`config.mk`:
```
export PLATFORM = sky130hd
export DESIGN_NAME = memChanCsr
export DESIGN_NICKNAME = d
export VERILOG_FILES = /design/src/rtl/memChanCsrPkg.sv /design/src/rtl/memChanCsrCtrl.sv /design/src/rtl/memChanCsrDatapath.sv /design/src/rtl/memChanCsr.sv
export SDC_FILE = /design/constraint.sdc
export NUM_CORES = 1
export LEC_CHECK = 0
export BUFFER_PORTS_ARGS = -buffer_cell sky130_fd_sc_hd__buf_2
export CAP_MARGIN = 40
export CORE_MARGIN = 2
export CORE_UTILIZATION = 50
export CTS_CLUSTER_SIZE = 14
export DETAILED_ROUTE_END_ITERATION = 16
export PLACE_DENSITY = 0.84
export SLEW_MARGIN = 20
export SYNTH_ARGS = -nofsm -noshare
export SYNTH_HDL_FRONTEND = slang
export SYNTH_SLANG_ARGS = --single-unit
```
`constraint.sdc`:
```
create_clock -name clk -period 1.2 [get_ports clk]
set_clock_uncertainty 0.2 [all_clocks]
set_input_delay 0.24 -clock clk [delete_from_list [all_inputs] [get_ports clk]]
set_output_delay 0.24 -clock clk [all_outputs]
set_load 0.03 [all_outputs]
```
`src/rtl/memChanCsrPkg.sv`:
```
package memChanCsrPkg;
  // Strobes from the address decoder to the datapath
  typedef struct packed {
    logic wrCtrl;   // write to the control/capability word
    logic rdStat;   // read of the status word
    logic rdCtrl;   // read of the control/capability word
    logic rdZero;   // read of an undefined offset
  } csrStrobeT;
endpackage

```
`src/rtl/memChanCsrCtrl.sv`:
```
module memChanCsrCtrl
  import memChanCsrPkg::*;
#(
  parameter int ADDR_W   = 8,
  parameter int STAT_OFS = 8'h08,
  parameter int CTRL_OFS = 8'h10
) (
  input  logic              regWrEn,
  input  logic              regRdEn,
  input  logic [ADDR_W-1:0] regAddr,
  output csrStrobeT         strb
);
  localparam logic [ADDR_W-1:0] STAT_ADDR = ADDR_W'(STAT_OFS);
  localparam logic [ADDR_W-1:0] CTRL_ADDR = ADDR_W'(CTRL_OFS);

  logic hitStat, hitCtrl;

  always_comb begin
    hitStat     = (regAddr == STAT_ADDR);
    hitCtrl     = (regAddr == CTRL_ADDR);
    strb.wrCtrl = regWrEn && hitCtrl;
    strb.rdStat = regRdEn && hitStat;
    strb.rdCtrl = regRdEn && hitCtrl;
    strb.rdZero = regRdEn && !hitStat && !hitCtrl;
  end
endmodule

```
`src/rtl/memChanCsrDatapath.sv`:
```
module memChanCsrDatapath
  import memChanCsrPkg::*;
#(
  parameter int NUM_CH   = 8,
  parameter int DATA_W   = 64,
  parameter int FEAT_REV = 0,
  parameter int V0_CH    = 4
) (
  input  logic              clk,
  input  logic              rstN,
  input  csrStrobeT         strb,
  input  logic [DATA_W-1:0] regWrData,
  output logic [DATA_W-1:0] regRdData,
  input  logic [NUM_CH-1:0] chPresent,
  input  logic [NUM_CH-1:0] chInitDone,
  input  logic [NUM_CH-1:0] chCalFail,
  input  logic [NUM_CH-1:0] chClrDone,
  output logic [NUM_CH-1:0] chClrStart
);
  localparam int FIELD_W   = 8;
  localparam int CAL_LO    = FIELD_W;
  localparam int BUSY_LO   = 2 * FIELD_W;
  localparam int STORE_LO  = FIELD_W;
  localparam int PRESENT_W = (FEAT_REV == 0 && NUM_CH > V0_CH) ? V0_CH : NUM_CH;

  logic [NUM_CH-1:0] busyQ, pulseQ, reqMask, validMask;
  logic [DATA_W-1:0] statWord, ctrlWord, storeWord;

  // Presence qualified by the revision's bitmap width
  for (genvar n = 0; n < NUM_CH; n++) begin : gValid
    if (n < PRESENT_W) begin : gIn
      assign validMask[n] = chPresent[n];
    end else begin : gOut
      assign validMask[n] = 1'b0;
    end
  end

  if (FEAT_REV == 0) begin : gClear
    logic [DATA_W-1:STORE_LO] storeQ;
    always_ff @(posedge clk or negedge rstN) begin
      if (!rstN)            storeQ <= '0;
      else if (strb.wrCtrl) storeQ <= regWrData[DATA_W-1:STORE_LO];
    end
    always_comb begin
      storeWord = '0;
      storeWord[DATA_W-1:STORE_LO] = storeQ;
      reqMask = strb.wrCtrl ? (regWrData[NUM_CH-1:0] & validMask & ~busyQ & ~pulseQ) : '0;
    end
  end else begin : gNoClear
    assign storeWord = '0;
    assign reqMask   = '0;
    always_ff @(posedge clk) begin
      if (rstN) assert_no_clear_rev_R3 : assert (pulseQ == '0);
    end
  end

  always_ff @(posedge clk or negedge rstN) begin
    if (!rstN) begin
      pulseQ <= '0;
      busyQ  <= '0;
    end else begin
      pulseQ <= reqMask;
      busyQ  <= (busyQ & ~chClrDone) | pulseQ;
    end
  end

  assign chClrStart = pulseQ;

  always_comb begin
    statWord = '0;
    statWord[NUM_CH-1:0]         = chInitDone;
    statWord[CAL_LO +: NUM_CH]   = chCalFail;
    statWord[BUSY_LO +: NUM_CH]  = busyQ;
    ctrlWord = storeWord;
    ctrlWord[PRESENT_W-1:0] = chPresent[PRESENT_W-1:0];
  end

  always_ff @(posedge clk or negedge rstN) begin
    if (!rstN)            regRdData <= '0;
    else if (strb.rdStat) regRdData <= statWord;
    else if (strb.rdCtrl) regRdData <= ctrlWord;
    else if (strb.rdZero) regRdData <= '0;
  end

  for (genvar n = 0; n < NUM_CH; n++) begin : gChk
    assert_pulse_single_R4 : assert property (@(posedge clk) disable iff (!rstN)
      pulseQ[n] |=> !pulseQ[n]);
    assert_busy_after_pulse_R5 : assert property (@(posedge clk) disable iff (!rstN)
      $rose(busyQ[n]) |-> $past(pulseQ[n]));
    assert_busy_clear_R5 : assert property (@(posedge clk) disable iff (!rstN)
      (busyQ[n] && chClrDone[n]) |=> !busyQ[n]);
    assert_absent_idle_R6 : assert property (@(posedge clk) disable iff (!rstN)
      !validMask[n] |-> (!busyQ[n] && !pulseQ[n]));
    assert_busy_no_restart_R7 : assert property (@(posedge clk) disable iff (!rstN)
      busyQ[n] |-> !pulseQ[n]);
  end
endmodule

```
`src/rtl/memChanCsr.sv`:
```
module memChanCsr
  import memChanCsrPkg::*;
#(
  parameter int NUM_CH   = 8,
  parameter int ADDR_W   = 8,
  parameter int FEAT_REV = 0
) (
  input  logic              clk,
  input  logic              rstN,
  input  logic              regWrEn,
  input  logic              regRdEn,
  input  logic [ADDR_W-1:0] regAddr,
  input  logic [63:0]       regWrData,
  output logic [63:0]       regRdData,
  input  logic [NUM_CH-1:0] chPresent,
  input  logic [NUM_CH-1:0] chInitDone,
  input  logic [NUM_CH-1:0] chCalFail,
  input  logic [NUM_CH-1:0] chClrDone,
  output logic [NUM_CH-1:0] chClrStart
);
  csrStrobeT strb;

  memChanCsrCtrl #(.ADDR_W(ADDR_W)) uCtrl (
    .regWrEn(regWrEn), .regRdEn(regRdEn), .regAddr(regAddr), .strb(strb)
  );

  memChanCsrDatapath #(.NUM_CH(NUM_CH), .DATA_W(64), .FEAT_REV(FEAT_REV)) uData (
    .clk(clk), .rstN(rstN), .strb(strb), .regWrData(regWrData),
    .regRdData(regRdData), .chPresent(chPresent), .chInitDone(chInitDone),
    .chCalFail(chCalFail), .chClrDone(chClrDone), .chClrStart(chClrStart)
  );
endmodule

```
==> results of run 1 <==
per-layer routing:
layer / overflow / GRT usage [%]
met1: 0 / 76.0
met2: 35 / 93.1
met3: 0 / 61.5
met4: 33 / 80.8
met5: 0 / 16.1
stage by stage:
step                      instances  setup WS [ps]  TNS (ps)  instance area [µm²]
after floorplan                 403           -412    -34760                 5520
after global placement          698           -564    -59830                 6550
after detailed placement        698           -588    -61240                 6550
after CTS                       862           -353    -24940                 8990
logic make-up after synthesis:
| group | count (synthesis) | share of synthesized area [%] |
|---|---|---|
| other | 1 | 0.0688 |
| AND/OR/NAND/NOR | 84 | 6.94 |
| multiplexers | 56 | 15.4 |
| AO/OA/AOI/OAI | 88 | 13.1 |
| flip-flops | 132 | 60.6 |
| buffers and inverters | 39 | 3.79 |
timing repair:
item	in CTS
endpoints found under the setup margin	121
setup buffers	34
hold buffers	90
endpoints found under the hold margin	231
cloned	8
gates resized for setup	157
==> impl_summary.txt, run 1 <==
----------------------------------------------------
[Outcome]
  Result of the run ... aborted with a tool error
  Last stage ... global routing
  Error that stopped the run ... [ERROR GRT-0232] Routing congestion too high. Check the congestion heatmap in the GUI.

[Logic synthesis]
  Leading area contributor after synthesis ... sky130_fd_sc_hd__dfrtp_1
  Post-synth cell types ... 18
  Number of flops mapped to enable cells by yosys ... 0
  Synth Warn # ... 0
  Number of synthesized register bits ... around 130
  Cell area after synthesis ... 0.00545 mm²
  Synthesized instance count ... 400
  Most instantiated library cell after synthesis ... sky130_fd_sc_hd__dfrtp_1
  Top area cells in the synthesized netlist ... sky130_fd_sc_hd__dfrtp_1, sky130_fd_sc_hd__mux2_4, sky130_fd_sc_hd__o2bb2ai_1
  Syn Area/Cell ... approximately 14 µm²
  Sequential-to-total area share from yosys stat ... 60.6%
  Top flip-flop cell by instance count after synthesis ... sky130_fd_sc_hd__dfrtp_1
  Share of Yosys cell area claimed by the top area cell type ... between 60% and 70%
  Most common library cells after synthesis ... sky130_fd_sc_hd__dfrtp_1, sky130_fd_sc_hd__nand2_1, sky130_fd_sc_hd__mux2_4
  Share of synthesized flip-flops with an asynchronous set or reset ... between 90% and 100%

[Clocking]
  Maximum root-to-sink buffer count ... 2
  # clock sinks ... roughly 130
  Clock root cell ... sky130_fd_sc_hd__clkbuf_8
  CTS Buf Count ... 17
  H-tree lvl count ... 4

[Global route]
  Pin count of the biggest net entering global routing ... 62
  Overall Global Routing Usage ... 76.8%
  Number of antenna violations at the first check in global routing ... 1
  Overflow left after global routing ... 68

[Floorplanning]
  Die Ht ... 108 µm
  Starting density of the core ... slightly above 50%
  Top-level I/O count ... 180
  Horizontal die dimension ... 108 µm
  Site Rows ... 38

[Placed design]
  Gp weighted congestion ... around 0.8
  Buffers on Ports ... around 170
  Detailed placer's ending HPWL ... 8930 µm

[Timing]
  Worst setup endpoint GRT ... regRdData[22]
  Type of pin the worst path ends at ... primary output

----------------------------------------------------
==> run 2: changes to the inputs <==
CORE_UTILIZATION = 35   (was 50)
CTS_CLUSTER_SIZE = not set   (was 14)
PLACE_DENSITY = not set   (was 0.84)
PLACE_DENSITY_LB_ADDON = 0.15   (was not set)
==> impl_summary.txt, run 2 <==
----------------------------------------------------
[Logic synthesis]
  Cell area after synthesis ... 0.00545 mm² (unchanged)
  Number of synthesized register bits ... 132 (unchanged)
  Sequential-to-total area share from yosys stat ... 60.6% (unchanged)
  Synth Warn # ... 0 (unchanged)
  Most instantiated library cell after synthesis ... sky130_fd_sc_hd__dfrtp_1 (unchanged)
  Number of flops mapped to enable cells by yosys ... 0 (unchanged)
  Leading area contributor after synthesis ... sky130_fd_sc_hd__dfrtp_1 (unchanged)
  Top area cells in the synthesized netlist ... sky130_fd_sc_hd__dfrtp_1, sky130_fd_sc_hd__mux2_4, sky130_fd_sc_hd__o2bb2ai_1 (unchanged)
  Post-synth cell types ... 18 (unchanged)
  Share of Yosys cell area claimed by the top area cell type ... 60.6% (unchanged)
  Top flip-flop cell by instance count after synthesis ... sky130_fd_sc_hd__dfrtp_1 (unchanged)
  Most common library cells after synthesis ... sky130_fd_sc_hd__dfrtp_1, sky130_fd_sc_hd__nand2_1, sky130_fd_sc_hd__mux2_4 (unchanged)
  Share of synthesized flip-flops with an asynchronous set or reset ... 100% (unchanged)
  Synthesized instance count ... 400 (unchanged)
  Syn Area/Cell ... 13.6 µm² (unchanged)

[Layout]
  Largest reg by FF count ... uData.regRdData
  Largest registers in the final layout ... uData.regRdData (64), uData.gClear.storeQ (56), uData.busyQ (8)
  Final core area utilization ... between 60% and 70%
  Layout-stage area growth over the synthesis result ... 87.1%
  Final antenna diode count ... 0
  Most common cell after layout, fill and taps aside ... sky130_fd_sc_hd__dfrtp_1
  Max FFs per register ... 64
  Commonest cells after routing, fill and taps aside ... sky130_fd_sc_hd__dfrtp_1, sky130_fd_sc_hd__buf_2, sky130_fd_sc_hd__dlygate4sd3_1
  Final nets ... 838
  Number of inserted filler cells in the final layout ... between 1000 and 1500
  Fraction of final layout cells sized beyond drive strength 1 ... 56.5%

[Worst hold path]
  Class of the tightest hold or removal check ... in -> reg

[Floorplanning]
  Die Ht ... 129 µm (was 108 µm)
  Top-level I/O count ... 180 (unchanged)
  Starting density of the core ... 35.8% (was 50.7%)
  Placeable core region ... between 0.015 and 0.02 mm²
  Site Rows ... 45 (was 38)
  Die outline area ... between 0.015 and 0.02 mm²
  Horizontal die dimension ... 129 µm (was 108 µm)

[Worst setup path]
  Crit path from ... uData.regRdData[52]
  Critical Path RT ... roughly 760 ps
  CP Cell Sequence ... buf_6
  Critical path data arrival time ... about 990 ps
  Biggest cell delay along the critical path ... roughly 420 ps
  Reg2reg start ... uData.chClrStart[1]
  Type of destination of the critical path ... output pin
  Register-to-Register Setup Slack ... approximately 10 ps
  Family of cells with the greatest summed delay on the critical path ... flip-flops
  Startpoint Class ... flip-flop
  Number of buffer and inverter stages on the critical path ... 1
  Worst path depth ... 1
  R2R Path End ... uData.chClrStart[1]
  Start-to-end type of the worst setup path ... reg -> out
  Worst setup path endpoint ... regRdData[52]
  Largest fanout on the critical path ... 2
  Critical-path top delay cell ... sky130_fd_sc_hd__dfrtp_1
  Number of cells traversed by the worst register-to-register path ... 3

[Placed design]
  Detailed placer's ending HPWL ... 9060 µm (was 8930 µm)
  Buffers on Ports ... 167 (unchanged)
  Gp weighted congestion ... 0.730 (was 0.801)

[Outcome]
  Violated checks ... setup timing
  Result of the run ... finished, violations left (was aborted with a tool error)

[Global route]
  Overflow left after global routing ... 0
  Number of global-route vias before repair ... between 4000 and 5000
  Number of antenna violations at the first check in global routing ... 0
  Overall Global Routing Usage ... a little over a fifth
  Pin count of the biggest net entering global routing ... 60
  Global-route wire length before repair ... roughly 27000 µm

[Power and ir drop]
  Power density over the cells ... 1080 mW/mm²
  Worst voltage drop across the vdd grid ... approximately 1000 µV
  Leakage dissipation ... just under 0.005 µW
  Overall Power ... 11000 µW

[Timing]
  Setup repair after global routing missed its margin ... yes
  Post-route setup TNS ... -28310 ps
  Final hold viol count ... 0
  Setup Viol. Count Final ... 178
  Final worst-path cycle share ... 120%
  Worst-case hold slack ... ~28 ps
  Worst-case setup margin in the final layout ... -235 ps
  Final critical path time including I/O delays and setup ... 1430 ps
  Final-report max-slew violation count ... 0
  Upper clock frequency limit ... approximately 700 MHz

[Clocking]
  Clock slew at the register clock pins of the worst setup and hold paths ... 50 ps
  # clock sinks ... 132 (unchanged)
  CTS Buf Count ... 17 (unchanged)
  TritonCTS clock tree ... done
  Maximum root-to-sink buffer count ... 2 (unchanged)
  Clock root cell ... sky130_fd_sc_hd__clkbuf_16 (was sky130_fd_sc_hd__clkbuf_8)
  Latest clock arrival within the worst-skew pair ... ~420 ps
  H-tree lvl count ... 4 (unchanged)

[Detailed routing]
  Routed len/inst ... 19.7 µm
  Via/cell ratio ... roughly 4.9
  Detailed-route DRC error count ... 0
  Number of DRC markers after the initial detailed-route iteration ... roughly 230
  First-pass DRT Iterations ... 4
  Wire length reported by the detailed router ... roughly 18000 µm
  Remaining antenna violation count ... 0
  Total via count after detailed routing ... around 4600

[Job]
  Count of maximum capacitance violations ... 0

----------------------------------------------------
-- run 2: cell counts after synthesis --
Identical to the previous run, type by type.
-- run 2: through the flow --
stage	std cells	setup slack, ps	instance area [µm²]
after detailed placement	747	-598	6610
after global placement	747	-576	6610
after floorplan	403	-412	5520
final	931	-235	10200
after CTS	893	-241	9380
after global routing	931	-268	10200
-- run 2: final cells by class --
type / count / area [µm²] / share of cell area (%)
inverter: 5 / 18.8 / 0.184
clock buffer: 24 / 492 / 4.82
sequential: 132 / 3300 / 32.4
timing repair buffer: 342 / 3180 / 31.2
clock inverter: 8 / 123 / 1.20
multi-input combinational: 232 / 2840 / 27.9
tap: 188 / 235 / 2.31
-- run 2: routing by layer --
layer / GRT usage, % / routed length [µm] / up-vias
li1: - / - / 2099
met1: 27.9 / 7880 / 2329
met2: 34.5 / 9160 / 163
met3: 7.03 / 1100 / 16
met4: 4.99 / 168 / 0
met5: 0 / 0 / -
-- run 2: worst min-delay path by stage --
stage,end,cells after the start,from
after floorplan,uData.busyQ[0],0,rstN
after detailed placement,uData.gClear.storeQ[23],2,rstN
final,uData.regRdData[0],3,chInitDone[0]
after CTS,uData.regRdData[0],3,chInitDone[0]
after global routing,uData.regRdData[1],3,chInitDone[1]
after global placement,uData.regRdData[20],2,rstN
-- run 2: what timing repair did --
item                                    CTS  global route
hold endpoints to repair                207             0
pin swaps                                22            18
buffers inserted                         26            36
hold buffers                             80             0
endpoints found under the setup margin  185           192
cloned                                    9             4
resized for setup                       227            58
-- run 2: cell families (layout without fill, tap and decap cells) --
logic type / Yosys count / count (layout) / synth area share (%)
mux: 56 / 56 / 15.4
flops: 132 / 132 / 60.6
simple gates: 84 / 84 / 6.94
buf+inv: 39 / 379 / 3.79
compound gates: 88 / 88 / 13.1
other cells: 1 / 4 / 0.0688
-- run 2: power breakdown --
part / total, µW / switching, µW / internal (µW)
combinational: 994 / 479 / 515
sequential: 4600 / 57.9 / 4550
clock: 5390 / 1910 / 3480
-- run 2: worst min-delay path, delay by kind of cell --
| kind | cells | cell delay (ps) |
|---|---|---|
| AO/OA/AOI/OAI | 2 | 290 |
| buffers and inverters | 1 | 80 |
Note: power is estimated with default switching activity, not from simulation.
